==> src/rtl/hss_pm_pkg.sv <==
package hss_pm_pkg;

    typedef enum logic [1:0] {
        PM_STBY      = 2'b00,
        PM_STBY_DIAG = 2'b01,
        PM_NORMAL    = 2'b10
    } pm_mode_e;

    typedef struct packed {
        logic bias;
        logic diag;
        logic gate;
    } pm_en_t;

    // Standby flavour chosen by the diagnostic request level.
    function automatic pm_mode_e standby_for(input logic diag);
        return diag ? PM_STBY_DIAG : PM_STBY;
    endfunction

endpackage

==> src/rtl/hss_pm_deglitch.sv <==
module hss_pm_deglitch
    import hss_pm_pkg::*;
#(
    parameter int unsigned LIMIT = 12500
) (
    input  logic clk_i,
    input  logic rst_i,
    input  logic tick_i,
    input  logic run_i,
    output logic expire_o
);

    generate
        if (LIMIT <= 1) begin : g_single
            // A single tick ends the low period: no count needed.
            assign expire_o = run_i && tick_i;
        end else begin : g_count
            localparam int CW = $clog2(LIMIT);
            localparam logic [CW-1:0] LAST = CW'(LIMIT - 1);

            logic [CW-1:0] cnt_q;

            always_ff @(posedge clk_i) begin
                if (rst_i || !run_i) begin
                    cnt_q <= '0;
                end else if (tick_i && (cnt_q != LAST)) begin
                    cnt_q <= cnt_q + 1'b1;
                end
            end

            assign expire_o = run_i && tick_i && (cnt_q == LAST);

            // a cycle without a tick leaves the count where it was
            assert_hold_without_tick_R10: assert property (@(posedge clk_i) disable iff (rst_i)
                (run_i && !tick_i) |=> (!run_i || $stable(cnt_q)));
            // a new low period begins from an empty count
            assert_restart_on_release_R5: assert property (@(posedge clk_i) disable iff (rst_i)
                (!run_i) |=> (cnt_q == '0));
        end
    endgenerate

endmodule

==> src/rtl/hss_pm_fsm.sv <==
module hss_pm_fsm
    import hss_pm_pkg::*;
(
    input  logic     clk_i,
    input  logic     rst_i,
    input  logic     in_req_i,
    input  logic     diag_req_i,
    input  logic     uv_i,
    input  logic     expire_i,
    output pm_mode_e mode_o
);

    pm_mode_e mode_q;
    pm_mode_e mode_d;

    always_comb begin
        mode_d = mode_q;
        if (uv_i) begin
            mode_d = PM_STBY;
        end else begin
            unique case (mode_q)
                PM_NORMAL: begin
                    if (expire_i) mode_d = standby_for(diag_req_i);
                end
                PM_STBY: begin
                    if (in_req_i)        mode_d = PM_NORMAL;
                    else if (diag_req_i) mode_d = PM_STBY_DIAG;
                end
                PM_STBY_DIAG: begin
                    if (in_req_i)         mode_d = PM_NORMAL;
                    else if (!diag_req_i) mode_d = PM_STBY;
                end
                default: mode_d = PM_STBY;
            endcase
        end
    end

    always_ff @(posedge clk_i) begin
        if (rst_i) mode_q <= PM_STBY;
        else       mode_q <= mode_d;
    end

    assign mode_o = mode_q;

    assert_uv_forces_stby_R9: assert property (@(posedge clk_i) disable iff (rst_i)
        uv_i |=> (mode_q == PM_STBY));
    assert_wake_on_command_R2: assert property (@(posedge clk_i) disable iff (rst_i)
        (!uv_i && in_req_i && mode_q != PM_NORMAL) |=> (mode_q == PM_NORMAL));
    assert_stay_normal_R5: assert property (@(posedge clk_i) disable iff (rst_i)
        (!uv_i && in_req_i && mode_q == PM_NORMAL) |=> (mode_q == PM_NORMAL));
    assert_no_early_exit_R4: assert property (@(posedge clk_i) disable iff (rst_i)
        (!uv_i && !expire_i && mode_q == PM_NORMAL) |=> (mode_q == PM_NORMAL));
    assert_stby_to_diag_R7: assert property (@(posedge clk_i) disable iff (rst_i)
        (!uv_i && !in_req_i && diag_req_i && mode_q == PM_STBY) |=> (mode_q == PM_STBY_DIAG));

endmodule

==> src/rtl/hss_pm_decode.sv <==
module hss_pm_decode
    import hss_pm_pkg::*;
(
    input  pm_mode_e mode_i,
    input  logic     in_req_i,
    input  logic     diag_req_i,
    input  logic     uv_i,
    output pm_en_t   en_o
);

    always_comb begin
        en_o = '0;
        unique case (mode_i)
            PM_NORMAL: begin
                en_o.bias = 1'b1;
                en_o.diag = diag_req_i;
                en_o.gate = in_req_i && !uv_i;
            end
            PM_STBY_DIAG: begin
                en_o.bias = 1'b1;
                en_o.diag = 1'b1;
            end
            default: en_o = '0;
        endcase
    end

endmodule

==> src/rtl/hss_power_mode_seq.sv <==
module hss_power_mode_seq
    import hss_pm_pkg::*;
#(
    parameter int unsigned DEGLITCH_TICKS = 12500
) (
    input  logic       clk_i,
    input  logic       rst_i,
    input  logic       tick_1us_i,
    input  logic       in_req_i,
    input  logic       diag_req_i,
    input  logic       uv_i,
    output logic [1:0] mode_o,
    output logic       bias_en_o,
    output logic       diag_en_o,
    output logic       gate_en_o
);

    pm_mode_e mode;
    pm_en_t   en;
    logic     run;
    logic     expire;

    // Count only while normal mode sees a low command and a healthy supply.
    assign run = (mode == PM_NORMAL) && !in_req_i && !uv_i;

    hss_pm_deglitch #(.LIMIT(DEGLITCH_TICKS)) u_deglitch (
        .clk_i    (clk_i),
        .rst_i    (rst_i),
        .tick_i   (tick_1us_i),
        .run_i    (run),
        .expire_o (expire)
    );

    hss_pm_fsm u_fsm (
        .clk_i      (clk_i),
        .rst_i      (rst_i),
        .in_req_i   (in_req_i),
        .diag_req_i (diag_req_i),
        .uv_i       (uv_i),
        .expire_i   (expire),
        .mode_o     (mode)
    );

    hss_pm_decode u_decode (
        .mode_i     (mode),
        .in_req_i   (in_req_i),
        .diag_req_i (diag_req_i),
        .uv_i       (uv_i),
        .en_o       (en)
    );

    assign mode_o    = mode;
    assign bias_en_o = en.bias;
    assign diag_en_o = en.diag;
    assign gate_en_o = en.gate;

    assert_diag_needs_bias_R8: assert property (@(posedge clk_i) disable iff (rst_i)
        diag_en_o |-> bias_en_o);
    assert_gate_off_in_uv_R9: assert property (@(posedge clk_i) disable iff (rst_i)
        uv_i |-> !gate_en_o);
    assert_gate_only_normal_R3: assert property (@(posedge clk_i) disable iff (rst_i)
        gate_en_o |-> (mode_o == 2'b10));

endmodule

==> config.mk <==
export PLATFORM = sky130hd
export DESIGN_NAME = hss_power_mode_seq
export DESIGN_NICKNAME = d
export VERILOG_FILES = /design/src/rtl/hss_pm_pkg.sv /design/src/rtl/hss_pm_deglitch.sv /design/src/rtl/hss_pm_fsm.sv /design/src/rtl/hss_pm_decode.sv /design/src/rtl/hss_power_mode_seq.sv
export SDC_FILE = /design/constraint.sdc
export NUM_CORES = 1
export LEC_CHECK = 0
export BUFFER_PORTS_ARGS = -buffer_cell sky130_fd_sc_hd__buf_2
export CORE_MARGIN = 5
export CORE_UTILIZATION = 30
export CTS_BUF_LIST = sky130_fd_sc_hd__clkbuf_8
export DETAILED_ROUTE_END_ITERATION = 10
export GPL_TIMING_DRIVEN = 0
export PLACE_DENSITY_LB_ADDON = 0.1
export SETUP_SLACK_MARGIN = 0.3
export SLEW_MARGIN = 0
export SYNTH_ARGS = -nofsm -noshare
export SYNTH_HDL_FRONTEND = slang
export SYNTH_HIERARCHICAL = 1
export SYNTH_SLANG_ARGS = --single-unit
==> constraint.sdc <==
create_clock -name clk_i -period 2.63 [get_ports clk_i]
set_input_delay 0.263 -clock clk_i [delete_from_list [all_inputs] [get_ports clk_i]]
set_output_delay 0.263 -clock clk_i [all_outputs]
set_load 0.1 [all_outputs]
Yosys cells after proc, flatten, opt, wreduce, memory -nomap -nowiden
Cells that the tools add are included.

Reductions and logical operators: 13. Muxes and demuxes: 9. Add/subtract/negate cells: 1. Eq/ne operators: 7.

Operator list (count): $add A14 B1 Y14 const B (1); $eq A14 B14 Y1 const B (1); $ne A14 B14 Y1 const B (1); $mux W2 (5); $logic_and A1 B1 Y1 (6); $ne A3 B3 Y1 const B (2); $pmux W2 S3 (1); $pmux W2 S2 (1); $logic_not A1 Y1 (3); $reduce_and A3 Y1 (1); $eq A2 B1 Y1 const B (1); $eq A2 B2 Y1 const B (1); $logic_not A2 Y1 (1); $mux W1 (2); $ne A2 B2 Y1 const B (1); $reduce_or A2 Y1 (1); $logic_or A1 B1 Y1 (1).

Register bits: 16. Word-level logic and storage cells: 32. Input port bits: 6.

Logic depth before layout (Yosys ltp)
Gate-level depths: netlist of run 1.

Depth after elaboration: 7. Mapped depth: 6.

Cells and area by module
The synthesis of run 1 kept the hierarchy.

Modules (own cells, without submodules): hss_pm_deglitch (sequential area each 280.3 µm², cells an instance 78, area each 691.9 µm², instances 1); hss_pm_fsm (sequential area each 40.0 µm², cells an instance 9, area each 87.6 µm², instances 1); hss_pm_decode (sequential area each 0.0 µm², cells an instance 9, area each 52.6 µm², instances 1); hss_power_mode_seq (sequential area each 0.0 µm², cells an instance 1, area each 15.0 µm², instances 1).

Worst setup path after synthesis of run 1
Ideal clock, no wire load.

Path kind: reg-to-output. Start: register u_fsm.mode_q[0], in the netlist u_fsm/mode_o[0]. End: output diag_en_o. Path slack: -0.350 ns. Cell stages (with the launch flop): 4. Arrival: 2.717 ns. Path buffers: 0. Cell sequence: dfxtp_1 -> inv_1 -> ha_1 -> nor2_1.

Word-level cells in the longest chain between the ends: 2.

Ends and longest elaborated chain: start: declaration (line hss_pm_fsm.sv:13) `pm_mode_e mode_q;`; start signal: assignment (line hss_pm_fsm.sv:40) `else mode_q <= mode_d;`; $eq A2 B1 Y1 / $eq A2 B2 Y1 (equally long branches) (line hss_pm_decode.sv:13) `unique case (mode_i)`; $pmux W2 S2 (*) (line hss_pm_decode.sv:13); end: declaration (line hss_power_mode_seq.sv:14) `output logic diag_en_o,`.

Mark *: on every way between the ends. The rest lies on a longest branch, timed or not.

Worst setup path in the final report of run 1
Start: register u_deglitch.g_count.cnt_q[0]. End: register u_fsm.mode_q[0], in the netlist u_fsm/mode_o[0].

Word-level cells in the longest chain between the ends: 4.

Ends and longest elaborated chain: start: declaration (line hss_pm_deglitch.sv:21) `logic [CW-1:0] cnt_q;`; start signal: assignment (line hss_pm_deglitch.sv:27) `cnt_q <= cnt_q + 1'b1;`; $eq A14 B14 Y1 (line hss_pm_deglitch.sv:31) `assign expire_o = run_i && tick_i && (cnt_q == LAST);`; $logic_and A1 B1 Y1 (line hss_pm_deglitch.sv:31); net expire (line hss_power_mode_seq.sv:21) `logic expire;`; $ne A2 B2 Y1 (no source line); $reduce_and A3 Y1 (no source line).

The timed path passes the listed nets, and every way through them passes these cells. A chain may end at the register's enable or synchronous reset.

==> summary.log, run 1 <==
qor: run_status.outcome completed
qor: drt.vias 714
qor: timing.worst-slew-pin-transition 0.486 ns
qor: timing.postLayoutSetupSlackWorst 0.676 ns
qor: timing.timing.max_slew.rel_slack 0.678
qor: final_layout.synth_to_final_area_change 18.8%
qor: floorplanning.initial_core_util 0.310
qor: final_layout.layout_commonest_cell dfxtp_1
qor: logic_synthesis.asyncSetResetFlopFracSynth 0
qor: cts.clock-sinks 16
qor: timing.finalSetupTns 0 ns
qor: logic_synthesis.synth_top_area_share 0.378
qor: logic_synthesis.yosysUniqueCellTypes 31
qor: pwr.p_sw_frac 0.239
qor: timing.finClkSkew 0.00353 ns
qor: cts.hold_buffers 0
qor: floorplanning.placementRows 19
qor: timing.final-setup-viol-count 0
qor: floorplanning.boundary_pins 11
qor: placed_design.numPortBuffers 10
qor: critical_path.cp_data_arrival_time 2.16 ns
qor: global_route.antenna_violations_before_repair 0
qor: critical_path.worstSetupStartpointType flip-flop
qor: logic_synthesis.synth_simple_gate_area_share 0.332
qor: drt.remaining_drc_errors 0
qor: hold_path.hold_class in -> reg
qor: logic_synthesis.post_synth_xor_area_fraction 0.0931
qor: global_route.grt-ovfl-total 0
qor: cts.number_of_buffers_inserted_during_clock_tree_synthesis 3
qor: logic_synthesis.yosysSeqAreaShare 0.378
qor: logic_synthesis.number_of_enable_flip_flop_cells_after_synthesis 0
qor: logic_synthesis.synth.ff_latch_count 16
qor: floorplanning.horizontal_die_dimension 63.1 um
qor: floorplanning.die_height 63.1 um
qor: cts.cts.path.max_buffers 2
qor: cts.cts_setup_buffers 0
qor: cts.clock_tree.htree_level_count 1
qor: drt.antenna_left 0
qor: pwr.worst_ir_drop_vdd 0.000275 V
qor: placed_design.place_congestion 0.713
qor: final_layout.n_antenna_cell 0
qor: logic_synthesis.synth.cell_area 847 um^2
qor: final_layout.nets 121
qor: pwr.p_seq_frac 0.482
qor: timing.final_period_minus_worst_setup_slack 1.95 ns
qor: logic_synthesis.synthDominantAreaCellType dfxtp_1
qor: logic_synthesis.synth_compound_gate_area_share 0.105
qor: drt.first_iter_violations 19
qor: logic_synthesis.top_cells_by_area_synth dfxtp_1 (38%), nor2_1 (7.1%), xnor2_1 (6.2%)
qor: logic_synthesis.yosysWarnings 6
qor: timing.rsz0062_at_grt false
qor: timing.max_freq 512 MHz
qor: logic_synthesis.yosys_most_used_dff dfxtp_1
qor: drt.vias_per_cell 5.03
qor: critical_path.timing_worst_setup_path_type reg -> reg
qor: global_route.grt_start_max_net_pins 11
qor: drt.drt_first_pass_iters 4
qor: job.max-cap-violations 0
qor: timing.report.final.slew_viol_count 0
qor: drt.totalWireLength 1800 um
qor: pwr.p_int 0.000388 W
qor: floorplanning.die_area 0.00399 mm^2
qor: logic_synthesis.adder_and_majority_cell_fraction_of_the_synthesized_area 0.0443
qor: timing.finalCritPeriodShare 0.743
qor: cts.tritoncts_clock_tree built
qor: critical_path.cp.required 2.83 ns
qor: logic_synthesis.dominant_combinational_cell_family_by_area_after_synthesis simple AND/OR/NAND/NOR gates
qor: global_route.grt_pass1_wl 3160 um
qor: final_layout.share_of_post_route_cells_with_drive_strength_above_1 0.216
qor: floorplanning.area_of_the_core_region 0.00273 mm^2
qor: pwr.p_per_area 507 mW/mm^2
qor: pwr.clock_share_of_power 0.431
qor: placed_design.hpwl_dp 1340 um
qor: drt.wire_per_inst 12.7 um
qor: timing.hold_viol_final 0
qor: critical_path.worst-path-max-fanout 4
qor: cts.cts-resized-gates 0
qor: global_route.first_global_vias 682
qor: final_layout.most-common-layout-cells dfxtp_1 (16), nor2_1 (14), buf_2 (10), nand2_1 (6), xnor2_1 (6)
qor: logic_synthesis.syn-num-nets 106
qor: critical_path.critPathCaptureType flip-flop
qor: placed_design.dp_worst_setup_slack 0.685 ns
qor: logic_synthesis.multiplexer_share_of_the_synthesized_area 0.0118
qor: pwr.pwr-share-comb 0.087
qor: pwr.netSwitchingPower 0.000122 W
qor: logic_synthesis.average_footprint_of_a_synthesized_cell 8.73 um^2
qor: global_route.globalRouteTotalUtil 0.0986
qor: logic_synthesis.synthesized_instance_count 97
qor: cts.clkSlewWorstSetupHoldPaths 0.06 ns
qor: cts.worst_skew_pair.late_latency 0.25 ns
qor: cts.clock-root-buffer clkbuf_8
qor: pwr.p_leak 0.353 nW
==> path summary, 6_finish.rpt <==
path                                                               start                                  endpoint  slack (ns)  depth (start not counted)
worst min-delay path                                          diag_req_i              u_fsm/mode_o[0]$_SDFFE_PP0P_        0.25                          2
worst min register to register  u_deglitch/g_count.cnt_q[6]$_SDFFE_PP0P_  u_deglitch/g_count.cnt_q[6]$_SDFFE_PP0P_        0.52                          2
worst max register to register  u_deglitch/g_count.cnt_q[0]$_SDFFE_PP0P_              u_fsm/mode_o[0]$_SDFFE_PP0P_        0.68                          6
worst max-delay path            u_deglitch/g_count.cnt_q[0]$_SDFFE_PP0P_              u_fsm/mode_o[0]$_SDFFE_PP0P_        0.68                          6
==> area by class of cell <==
type / instances / area, um^2
Multi-Input combinational cell: 74 / 512
Inverter: 5 / 18.8
Sequential cell: 16 / 320
Fill cell: 295 / 1730
Timing Repair Buffer: 10 / 50.0
Buffer: 2 / 11.3
Clock buffer: 4 / 55.1
Tap cell: 31 / 38.8
==> cell usage after synthesis, types with 2 or more instances <==
cell type   n
xor2_1      3
a21oi_1     5
nand2_1     6
ha_1        3
xnor2_1     6
dfxtp_1    16
o21ai_0     2
nand3_1     5
nor3_1      2
nor4_1      5
nor2_1     16
inv_1       5
or3_1       2
nand4_1     4
==> power groups by stage <==
stage                     clock [W]  combinational, W  sequential (W)
after floorplan                   0         0.0000250        0.000259
after global placement            0         0.0000444        0.000251
after detailed placement          0         0.0000446        0.000251
after CTS                  0.000231         0.0000448        0.000246
after global routing       0.000245         0.0000473        0.000246
final                      0.000220         0.0000443        0.000246
==> logic make-up after synthesis <==
| logic type | Yosys count |
|---|---|
| DFF | 16 |
| buffers and inverters | 7 |
| and+or+nand+nor | 50 |
| AOI/OAI and AO/OA | 11 |
| muxes | 1 |
| xor gates and xnor gates | 9 |
| adders and majority gates | 3 |
==> through the flow <==
step	instance area [um^2]	power [W]	hold slack [ns]	util	std cells
floorplan	862	0.000284	0.396	-	97
finish	1010	0.000510	0.251	0.368	142
global placement	951	0.000296	0.499	0.348	138
CTS	1010	0.000522	0.246	0.368	142
global route	1010	0.000538	0.253	0.368	142
detailed placement	951	0.000296	0.514	0.348	138
==> registers in the layout, summed over array words and instances (netlist names) <==
| signal | cells |
|---|---|
| u_deglitch/g_count.cnt_q | 14 |
| u_fsm/mode_o | 2 |
==> routing by layer <==
layer | wire [um] | GRT usage | part of all wire
met1 | 863 | 0.128 | 0.48
met2 | 822 | 0.144 | 0.46
met3 | 74 | 0.0249 | 0.041
met4 | 43 | 0.0637 | 0.024
met5 | 0 | 0 | 0
==> worst max-delay path, cell delays in order (launching register included) <==
cell and delay, ns:
dfxtp_1 0.39, ha_1 0.24, or3b_2 0.50, nor4_1 0.26, and3_1 0.22, and3b_1 0.16
o211a_1 0.13
Note: power is estimated with default switching activity, not from simulation.
==> run 2, diff against run 1 <==
clock period = 1.6 ns   (was 2.63 ns; I/O delays follow)
==> summary.log, run 2 (synthesis results as in run 1) <==
qor: timing.finClkSkew 0.00119 ns [-0.00234 ns]
qor: placed_design.placement.cell_area 988 um^2 [+3.9%]
qor: pwr.p_leak 0.482 nW [+36%]
qor: placed_design.numPortBuffers 10 [unchanged]
qor: floorplanning.initial_core_util 0.310 [unchanged]
qor: critical_path.cp_data_arrival_time 1.89 ns [-0.27 ns]
qor: hold_path.min_delay_worst_endpoint u_fsm/mode_o[0]$_SDFFE_PP0P_
qor: critical_path.crit_path_cell_trace or4bb_4 > nor4_4 > and3_1 > and3b_1 > o211a_1
qor: drt.antenna_left 0 [unchanged]
qor: final_layout.most-common-layout-cells nor2_1 (12), dfxtp_1 (9), buf_6 (6), buf_2 (6), xnor2_1 (6)
qor: cts.clock-sinks 16 [unchanged]
qor: floorplanning.boundary_pins 11 [unchanged]
qor: drt.vias_per_cell 5.14 [+2.2%]
qor: global_route.globalRouteTotalUtil 0.124 [+0.0254]
qor: cts.number_of_buffers_inserted_during_clock_tree_synthesis 3 [unchanged]
qor: timing.postLayoutSetupSlackWorst -0.106 ns [-0.782 ns]
qor: final_layout.synth_to_final_area_change 60.0%
qor: global_route.antenna_violations_before_repair 0 [unchanged]
qor: final_layout.registers.top_by_ff_count u_deglitch/g_count.cnt_q
qor: cts.tritoncts_clock_tree built
qor: run_status.outcome finished, violations left
qor: placed_design.hpwl_dp 1380 um [+3.2%]
qor: drt.drt_first_pass_iters 4 [unchanged]
qor: drt.remaining_drc_errors 0 [unchanged]
qor: critical_path.critPathCaptureType flip-flop
qor: final_layout.fillCellCount 261 [-12%]
qor: placed_design.place_congestion 0.736 [+3.3%]
qor: floorplanning.horizontal_die_dimension 63.1 um [unchanged]
qor: final_layout.layout.area.seq 342 um^2 [+6.6%]
qor: cts.worst_skew_pair.late_latency 0.25 ns [about the same]
qor: global_route.grt_pass1_wl 3930 um [+24%]
qor: critical_path.worstReg2RegStart u_deglitch/g_count.cnt_q[9]$_SDFFE_PP0P_
qor: hold_path.hold_class in -> reg
qor: hold_path.hold-path-cell-count 2 [unchanged]
qor: floorplanning.die_height 63.1 um [unchanged]
qor: global_route.grt-ovfl-total 0 [unchanged]
qor: global_route.grt_start_max_net_pins 11 [unchanged]
qor: timing.finalCritPeriodShare 1.07 [+0.323]
qor: cts.clkSlewWorstSetupHoldPaths 0.06 ns [about the same]
qor: critical_path.ff2ff_setup_slack -0.11 ns [-0.78 ns]
qor: critical_path.timing.critical_path.slowest_cell_delay 0.57 ns [+0.07 ns]
qor: cts.clock_tree.htree_level_count 1 [unchanged]
qor: final_layout.n_antenna_cell 0 [unchanged]
qor: critical_path.worst-path-max-fanout 5 [+1]
qor: floorplanning.area_of_the_core_region 0.00273 mm^2 [unchanged]
qor: timing.timing.max_slew.rel_slack 0.679 [+0.000864]
qor: pwr.p_per_area 601 mW/mm^2 [+19%]
qor: drt.totalWireLength 2290 um [+27%]
qor: timing.max_freq 586 MHz [+15%]
qor: critical_path.timing.reg2reg.worst_path_depth 5 [-1]
qor: final_layout.largest_register_ffs 14 [unchanged]
qor: critical_path.timing.critical_path.slowest_stage_cell or4bb_4
qor: final_layout.multiInputGateArea 687 um^2 [+34%]
qor: timing.worst-slew-pin-transition 0.485 ns [-0.00130 ns]
qor: cts.clock-root-buffer clkbuf_8
qor: final_layout.share_of_post_route_cells_with_drive_strength_above_1 0.529 [+0.313]
qor: drt.wire_per_inst 15.1 um [+19%]
qor: timing.finalSetupTns -0.364 ns [-0.364 ns]
qor: placed_design.dp_worst_setup_slack -0.163 ns [-0.847 ns]
qor: job.max-cap-violations 0 [unchanged]
qor: final_layout.final_core_util 0.496 [+0.128]
qor: critical_path.cp.required 1.79 ns [-1.04 ns]
qor: drt.vias 781 [+9.4%]
qor: critical_path.worstReg2RegEnd u_fsm/mode_o[0]$_SDFFE_PP0P_
qor: critical_path.worstSetupStartpointType flip-flop
qor: cts.hold_buffers 0 [unchanged]
qor: floorplanning.placementRows 19 [unchanged]
qor: drt.first_iter_violations 14 [-5]
qor: final_layout.nets 131 [+8.3%]
qor: final_layout.layout_commonest_cell nor2_1
qor: run_status.failed_checks negative setup slack
qor: timing.hold_viol_final 0 [unchanged]
qor: floorplanning.die_area 0.00399 mm^2 [unchanged]
qor: timing.final-setup-viol-count 4 [+4]
qor: final_layout.design_area 0.00136 mm^2 [+35%]
qor: hold_path.worst_min_path_start diag_req_i
qor: critical_path.timing_worst_setup_path_type reg -> reg
qor: cts.cts.path.max_buffers 2 [unchanged]
qor: pwr.p_total 0.000815 W [+60%]
qor: pwr.worst_ir_drop_vdd 0.000522 V [+90%]
qor: timing.final_period_minus_worst_setup_slack 1.71 ns [-0.248 ns]
qor: global_route.first_global_vias 816 [+20%]
qor: timing.rsz0062_at_grt true
qor: timing.report.final.slew_viol_count 0 [unchanged]
==> run 2: changes by cell type in the layout (fill, tap and decap cells not counted), sizes merged <==
cell | before | now
buf | 11 | 21
clkbuf | 5 | 4
clkinv | 0 | 1
clkinvlp | 0 | 1
inv | 5 | 4
==> run 2: worst max path at each step <==
| stage | start | end | slack, ns | cells after the start |
|---|---|---|---|---|
| after detailed placement | u_deglitch/g_count.cnt_q[1]$_SDFFE_PP0P_ | u_fsm/mode_o[0]$_SDFFE_PP0P_ | -0.16 | 6 |
| final | u_deglitch/g_count.cnt_q[9]$_SDFFE_PP0P_ | u_fsm/mode_o[0]$_SDFFE_PP0P_ | -0.11 | 5 |
| after CTS | u_deglitch/g_count.cnt_q[2]$_SDFFE_PP0P_ | u_fsm/mode_o[0]$_SDFFE_PP0P_ | -0.13 | 5 |
| after global routing | u_deglitch/g_count.cnt_q[1]$_SDFFE_PP0P_ | u_deglitch/g_count.cnt_q[1]$_SDFFE_PP0P_ | -0.18 | 5 |
| after global placement | u_deglitch/g_count.cnt_q[0]$_SDFFE_PP0P_ | u_fsm/mode_o[0]$_SDFFE_PP0P_ | -0.18 | 6 |
| after floorplan | u_deglitch/g_count.cnt_q[1]$_SDFFE_PP0P_ | u_fsm/mode_o[0]$_SDFFE_PP0P_ | -0.04 | 6 |
==> run 2: power by group <==
part / total (W) / internal [W] / switching (W)
clock network: 0.000308 / 0.000170 / 0.000138
registers: 0.000396 / 0.000393 / 0.00000281
logic: 0.000111 / 0.0000428 / 0.0000680
total: 0.000815 / 0.000606 / 0.000209
==> run 2: routing by layer <==
layer,part of all wire,track usage,wire (um)
met2,0.54,0.222,1230
met1,0.44,0.147,999
met5,0,0,0
met3,0.021,0.0231,49
met4,0.0044,0.0398,10
==> run 2: area by class of cell <==
cell class | count | area share
Multi-Input combinational cell | 74 | 0.507
Sequential cell | 16 | 0.252
Timing Repair Buffer | 20 | 0.147
Clock buffer | 3 | 0.0305
Tap cell | 31 | 0.0286
Inverter | 5 | 0.0185
Buffer | 2 | 0.0139
Clock inverter | 1 | 0.00277
==> run 2: timing repair <==
| item | 4_1_cts | 5_1_grt |
|---|---|---|
| endpoints found under the setup margin | 13 | 20 |
| pin swaps | 10 | 16 |
| cloned | 1 | 0 |
| buffers inserted | 9 | 0 |
| resized for setup | 43 | 16 |
==> run 2: worst max-delay path, delay by kind of cell, from the launching register on <==
kind	cells	cell delay, ns
AND/OR/NAND/NOR	4	1.16
AO/OA/AOI/OAI	1	0.12
flip-flops	1	0.36
==> run 2: metrics by stage <==
step | instances | hold WS (ns)
2_1_floorplan | 97 | 0.283
3_3_place_gp | 138 | 0.412
3_5_place_dp | 138 | 0.407
4_1_cts | 152 | 0.163
5_1_grt | 152 | 0.173
6_report | 152 | 0.173
==> run 3, diff against run 2 <==
BUFFER_PORTS_ARGS = -buffer_cell sky130_fd_sc_hd__clkbuf_2   (was -buffer_cell sky130_fd_sc_hd__buf_2)
==> summary.log, run 3 (synthesis results as in run 1) <==
qor: floorplanning.die_area 0.00399 mm^2 [unchanged]
qor: critical_path.crit_path_cell_trace or4bb_4 > nor4_4 > and3_1 > nor3b_1 > o21a_1
qor: timing.report.final.slew_viol_count 0 [unchanged]
qor: timing.finClkSkew 0.00113 ns [-0.0000566 ns]
qor: timing.hold_viol_final 0 [unchanged]
qor: cts.clock-sinks 16 [unchanged]
qor: cts.number_of_buffers_inserted_during_clock_tree_synthesis 3 [unchanged]
qor: timing.hold_ws 0.163 ns [-0.0101 ns]
qor: global_route.grt-ovfl-total 0 [unchanged]
qor: timing.worst-slew-pin-transition 0.538 ns [+0.0536 ns]
qor: final_layout.n_antenna_cell 0 [unchanged]
qor: pwr.p_per_area 557 mW/mm^2 [-7.4%]
qor: final_layout.post_layout_nonfiller_instances 157 [+3.3%]
qor: critical_path.critPathCaptureType flip-flop
qor: placed_design.numPortBuffers 10 [unchanged]
qor: critical_path.cp_data_arrival_time 1.88 ns [about the same]
qor: critical_path.timing.critical_path.slowest_cell_delay 0.58 ns [about the same]
qor: pwr.p_leak 0.573 nW [+19%]
qor: floorplanning.area_of_the_core_region 0.00273 mm^2 [unchanged]
qor: final_layout.most-common-layout-cells nor2_1 (10), buf_4 (9), buf_6 (8), dfxtp_4 (7), clkbuf_2 (6)
qor: run_status.outcome finished, violations left
qor: global_route.globalRouteTotalUtil 0.113 [-0.0107]
qor: global_route.grt_pass1_wl 3610 um [-8.1%]
qor: global_route.first_global_vias 774 [-5.1%]
qor: placed_design.place_congestion 0.736 [about the same]
qor: drt.totalWireLength 2370 um [+3.6%]
qor: timing.timing.max_slew.rel_slack 0.643 [-0.0364]
qor: global_route.antenna_violations_before_repair 0 [unchanged]
qor: drt.antenna_left 0 [unchanged]
qor: drt.first_iter_violations 17 [+3]
qor: drt.met2_wirelength 1230 um [+0.16%]
qor: drt.detail_route.wirelength.met1 1080 um [+8.5%]
qor: final_layout.layout_commonest_cell nor2_1
qor: job.max-cap-violations 0 [unchanged]
qor: floorplanning.boundary_pins 11 [unchanged]
qor: floorplanning.placementRows 19 [unchanged]
qor: drt.highest_metal_layer_with_signal_wires met4
qor: hold_path.hold_class in -> reg
qor: cts.clock_tree.htree_level_count 1 [unchanged]
qor: cts.hold_buffers 0 [unchanged]
qor: placed_design.placement.cell_area 988 um^2 [unchanged]
qor: floorplanning.die_height 63.1 um [unchanged]
qor: critical_path.worst-path-max-fanout 5 [unchanged]
qor: cts.cts.path.max_buffers 2 [unchanged]
qor: floorplanning.horizontal_die_dimension 63.1 um [unchanged]
qor: critical_path.timing.critical_path.slowest_stage_cell or4bb_4
qor: timing.finalCritPeriodShare 1.08 [+0.0179]
qor: timing.rsz0062_at_grt true
qor: timing.final_period_minus_worst_setup_slack 1.73 ns [+0.0287 ns]
qor: final_layout.design_area 0.00148 mm^2 [+8.9%]
qor: critical_path.cp.required 1.74 ns [-0.05 ns]
qor: final_layout.nets 136 [+3.8%]
qor: drt.vias 793 [+1.5%]
qor: final_layout.largest_register_ffs 14 [unchanged]
qor: critical_path.worst-path-buf-inv 0 [unchanged]
qor: drt.remaining_drc_errors 0 [unchanged]
qor: drt.wire_per_inst 15.1 um [+0.33%]
qor: placed_design.hpwl_dp 1370 um [-0.83%]
qor: drt.drt_first_pass_iters 4 [unchanged]
qor: drt.vias_per_cell 5.05 [-1.7%]
qor: cts.tritoncts_clock_tree built
qor: timing.postLayoutSetupSlackWorst -0.134 ns [-0.0287 ns]
qor: final_layout.synth_to_final_area_change 74.2%
qor: run_status.failed_checks negative setup slack
qor: critical_path.timing_worst_setup_path_type reg -> reg
qor: critical_path.worstSetupStartpointType flip-flop
qor: critical_path.cpLargestDelayFamily simple AND/OR/NAND/NOR gates
qor: cts.worst_skew_pair.late_latency 0.25 ns [about the same]
qor: cts.clkSlewWorstSetupHoldPaths 0.06 ns [about the same]
qor: floorplanning.initial_core_util 0.310 [unchanged]
qor: timing.max_freq 577 MHz [-1.7%]
qor: final_layout.registers.top_by_ff_count u_deglitch/g_count.cnt_q
qor: final_layout.fillCellCount 238 [-8.8%]
qor: placed_design.placed_cells 138 [unchanged]
qor: pwr.worst_ir_drop_vdd 0.000581 V [+11%]
qor: timing.final-setup-viol-count 4 [unchanged]
qor: cts.clock-root-buffer clkbuf_8
qor: global_route.grt_start_max_net_pins 11 [unchanged]
qor: drt.met3_length 44 um [-10%]
qor: final_layout.share_of_post_route_cells_with_drive_strength_above_1 0.627 [+0.0981]
-- run 3: cell types whose count changed in the layout (fill, tap and decap cells not counted), moves of 4 or more --
| cell | previous run | this run |
|---|---|---|
| dfxtp_1 | 9 | 4 |
| buf_4 | 5 | 9 |
| buf_2 | 6 | 0 |
| clkbuf_2 | 0 | 6 |
-- run 3: repair_timing --
action	4_1_cts	5_1_grt
cloned	0	1
setup endpoints to repair	13	19
pin swaps	8	15
setup buffers	8	6
resized for setup	29	46
-- run 3: path summary, 6_finish.rpt --
| kind | start | end | slack, ns | cells after the start |
|---|---|---|---|---|
| hold reg to reg | u_deglitch/g_count.cnt_q[2]$_SDFFE_PP0P_ | u_deglitch/g_count.cnt_q[2]$_SDFFE_PP0P_ | 0.53 | 2 |
| hold / removal | diag_req_i | u_fsm/mode_o[0]$_SDFFE_PP0P_ | 0.16 | 2 |
| setup reg to reg | u_deglitch/g_count.cnt_q[8]$_SDFFE_PP0P_ | u_fsm/mode_o[1]$_SDFFE_PP0P_ | -0.13 | 5 |
| setup / recovery | u_deglitch/g_count.cnt_q[8]$_SDFFE_PP0P_ | u_fsm/mode_o[1]$_SDFFE_PP0P_ | -0.13 | 5 |
-- run 3: worst reg2reg max path: cells and delay by family (launching register included) --
family,cells,cell delay [ns]
AND/OR/NAND/NOR,4,1.08
flip-flops,1,0.36
AO/OA/AOI/OAI,1,0.19
-- run 3: layout make-up --
class / instances / area (um^2) / area share
plain buffers: 2 / 22.5 / 0.0153
clock buffers: 3 / 41.3 / 0.0280
clock inverters: 1 / 3.75 / 0.00254
inverters: 5 / 25.0 / 0.0170
multi-input cells: 74 / 743 / 0.504
flip-flops and latches: 16 / 353 / 0.239
well taps: 31 / 38.8 / 0.0263
repair buffers: 25 / 248 / 0.168
-- run 3: where the power goes --
part	leakage, nW	switching (W)	internal, W
Combinational	0.413	0.0000689	0.0000461
Clock	0.0231	0.000143	0.000170
Sequential	0.137	0.00000326	0.000390
Total	0.573	0.000215	0.000606
-- run 3: metrics by stage --
stage               utilization  setup TNS, ns  setup WS (ns)  total power (W)
floorplan                     -         -0.125        -0.0417         0.000467
global placement          0.362         -0.502         -0.179         0.000486
detailed placement        0.362         -0.447         -0.150         0.000486
CTS                       0.455         -0.341         -0.112         0.000832
global route              0.540         -0.694         -0.181         0.000863
finish                    0.540         -0.464         -0.134         0.000821
-- run 3: layer usage --
| metal | vias up | GRT usage |
|---|---|---|
| li1 | 403 | - |
| met1 | 381 | 0.148 |
| met2 | 7 | 0.176 |
| met3 | 2 | 0.0231 |
| met4 | 0 | 0.0557 |
| met5 | - | 0 |
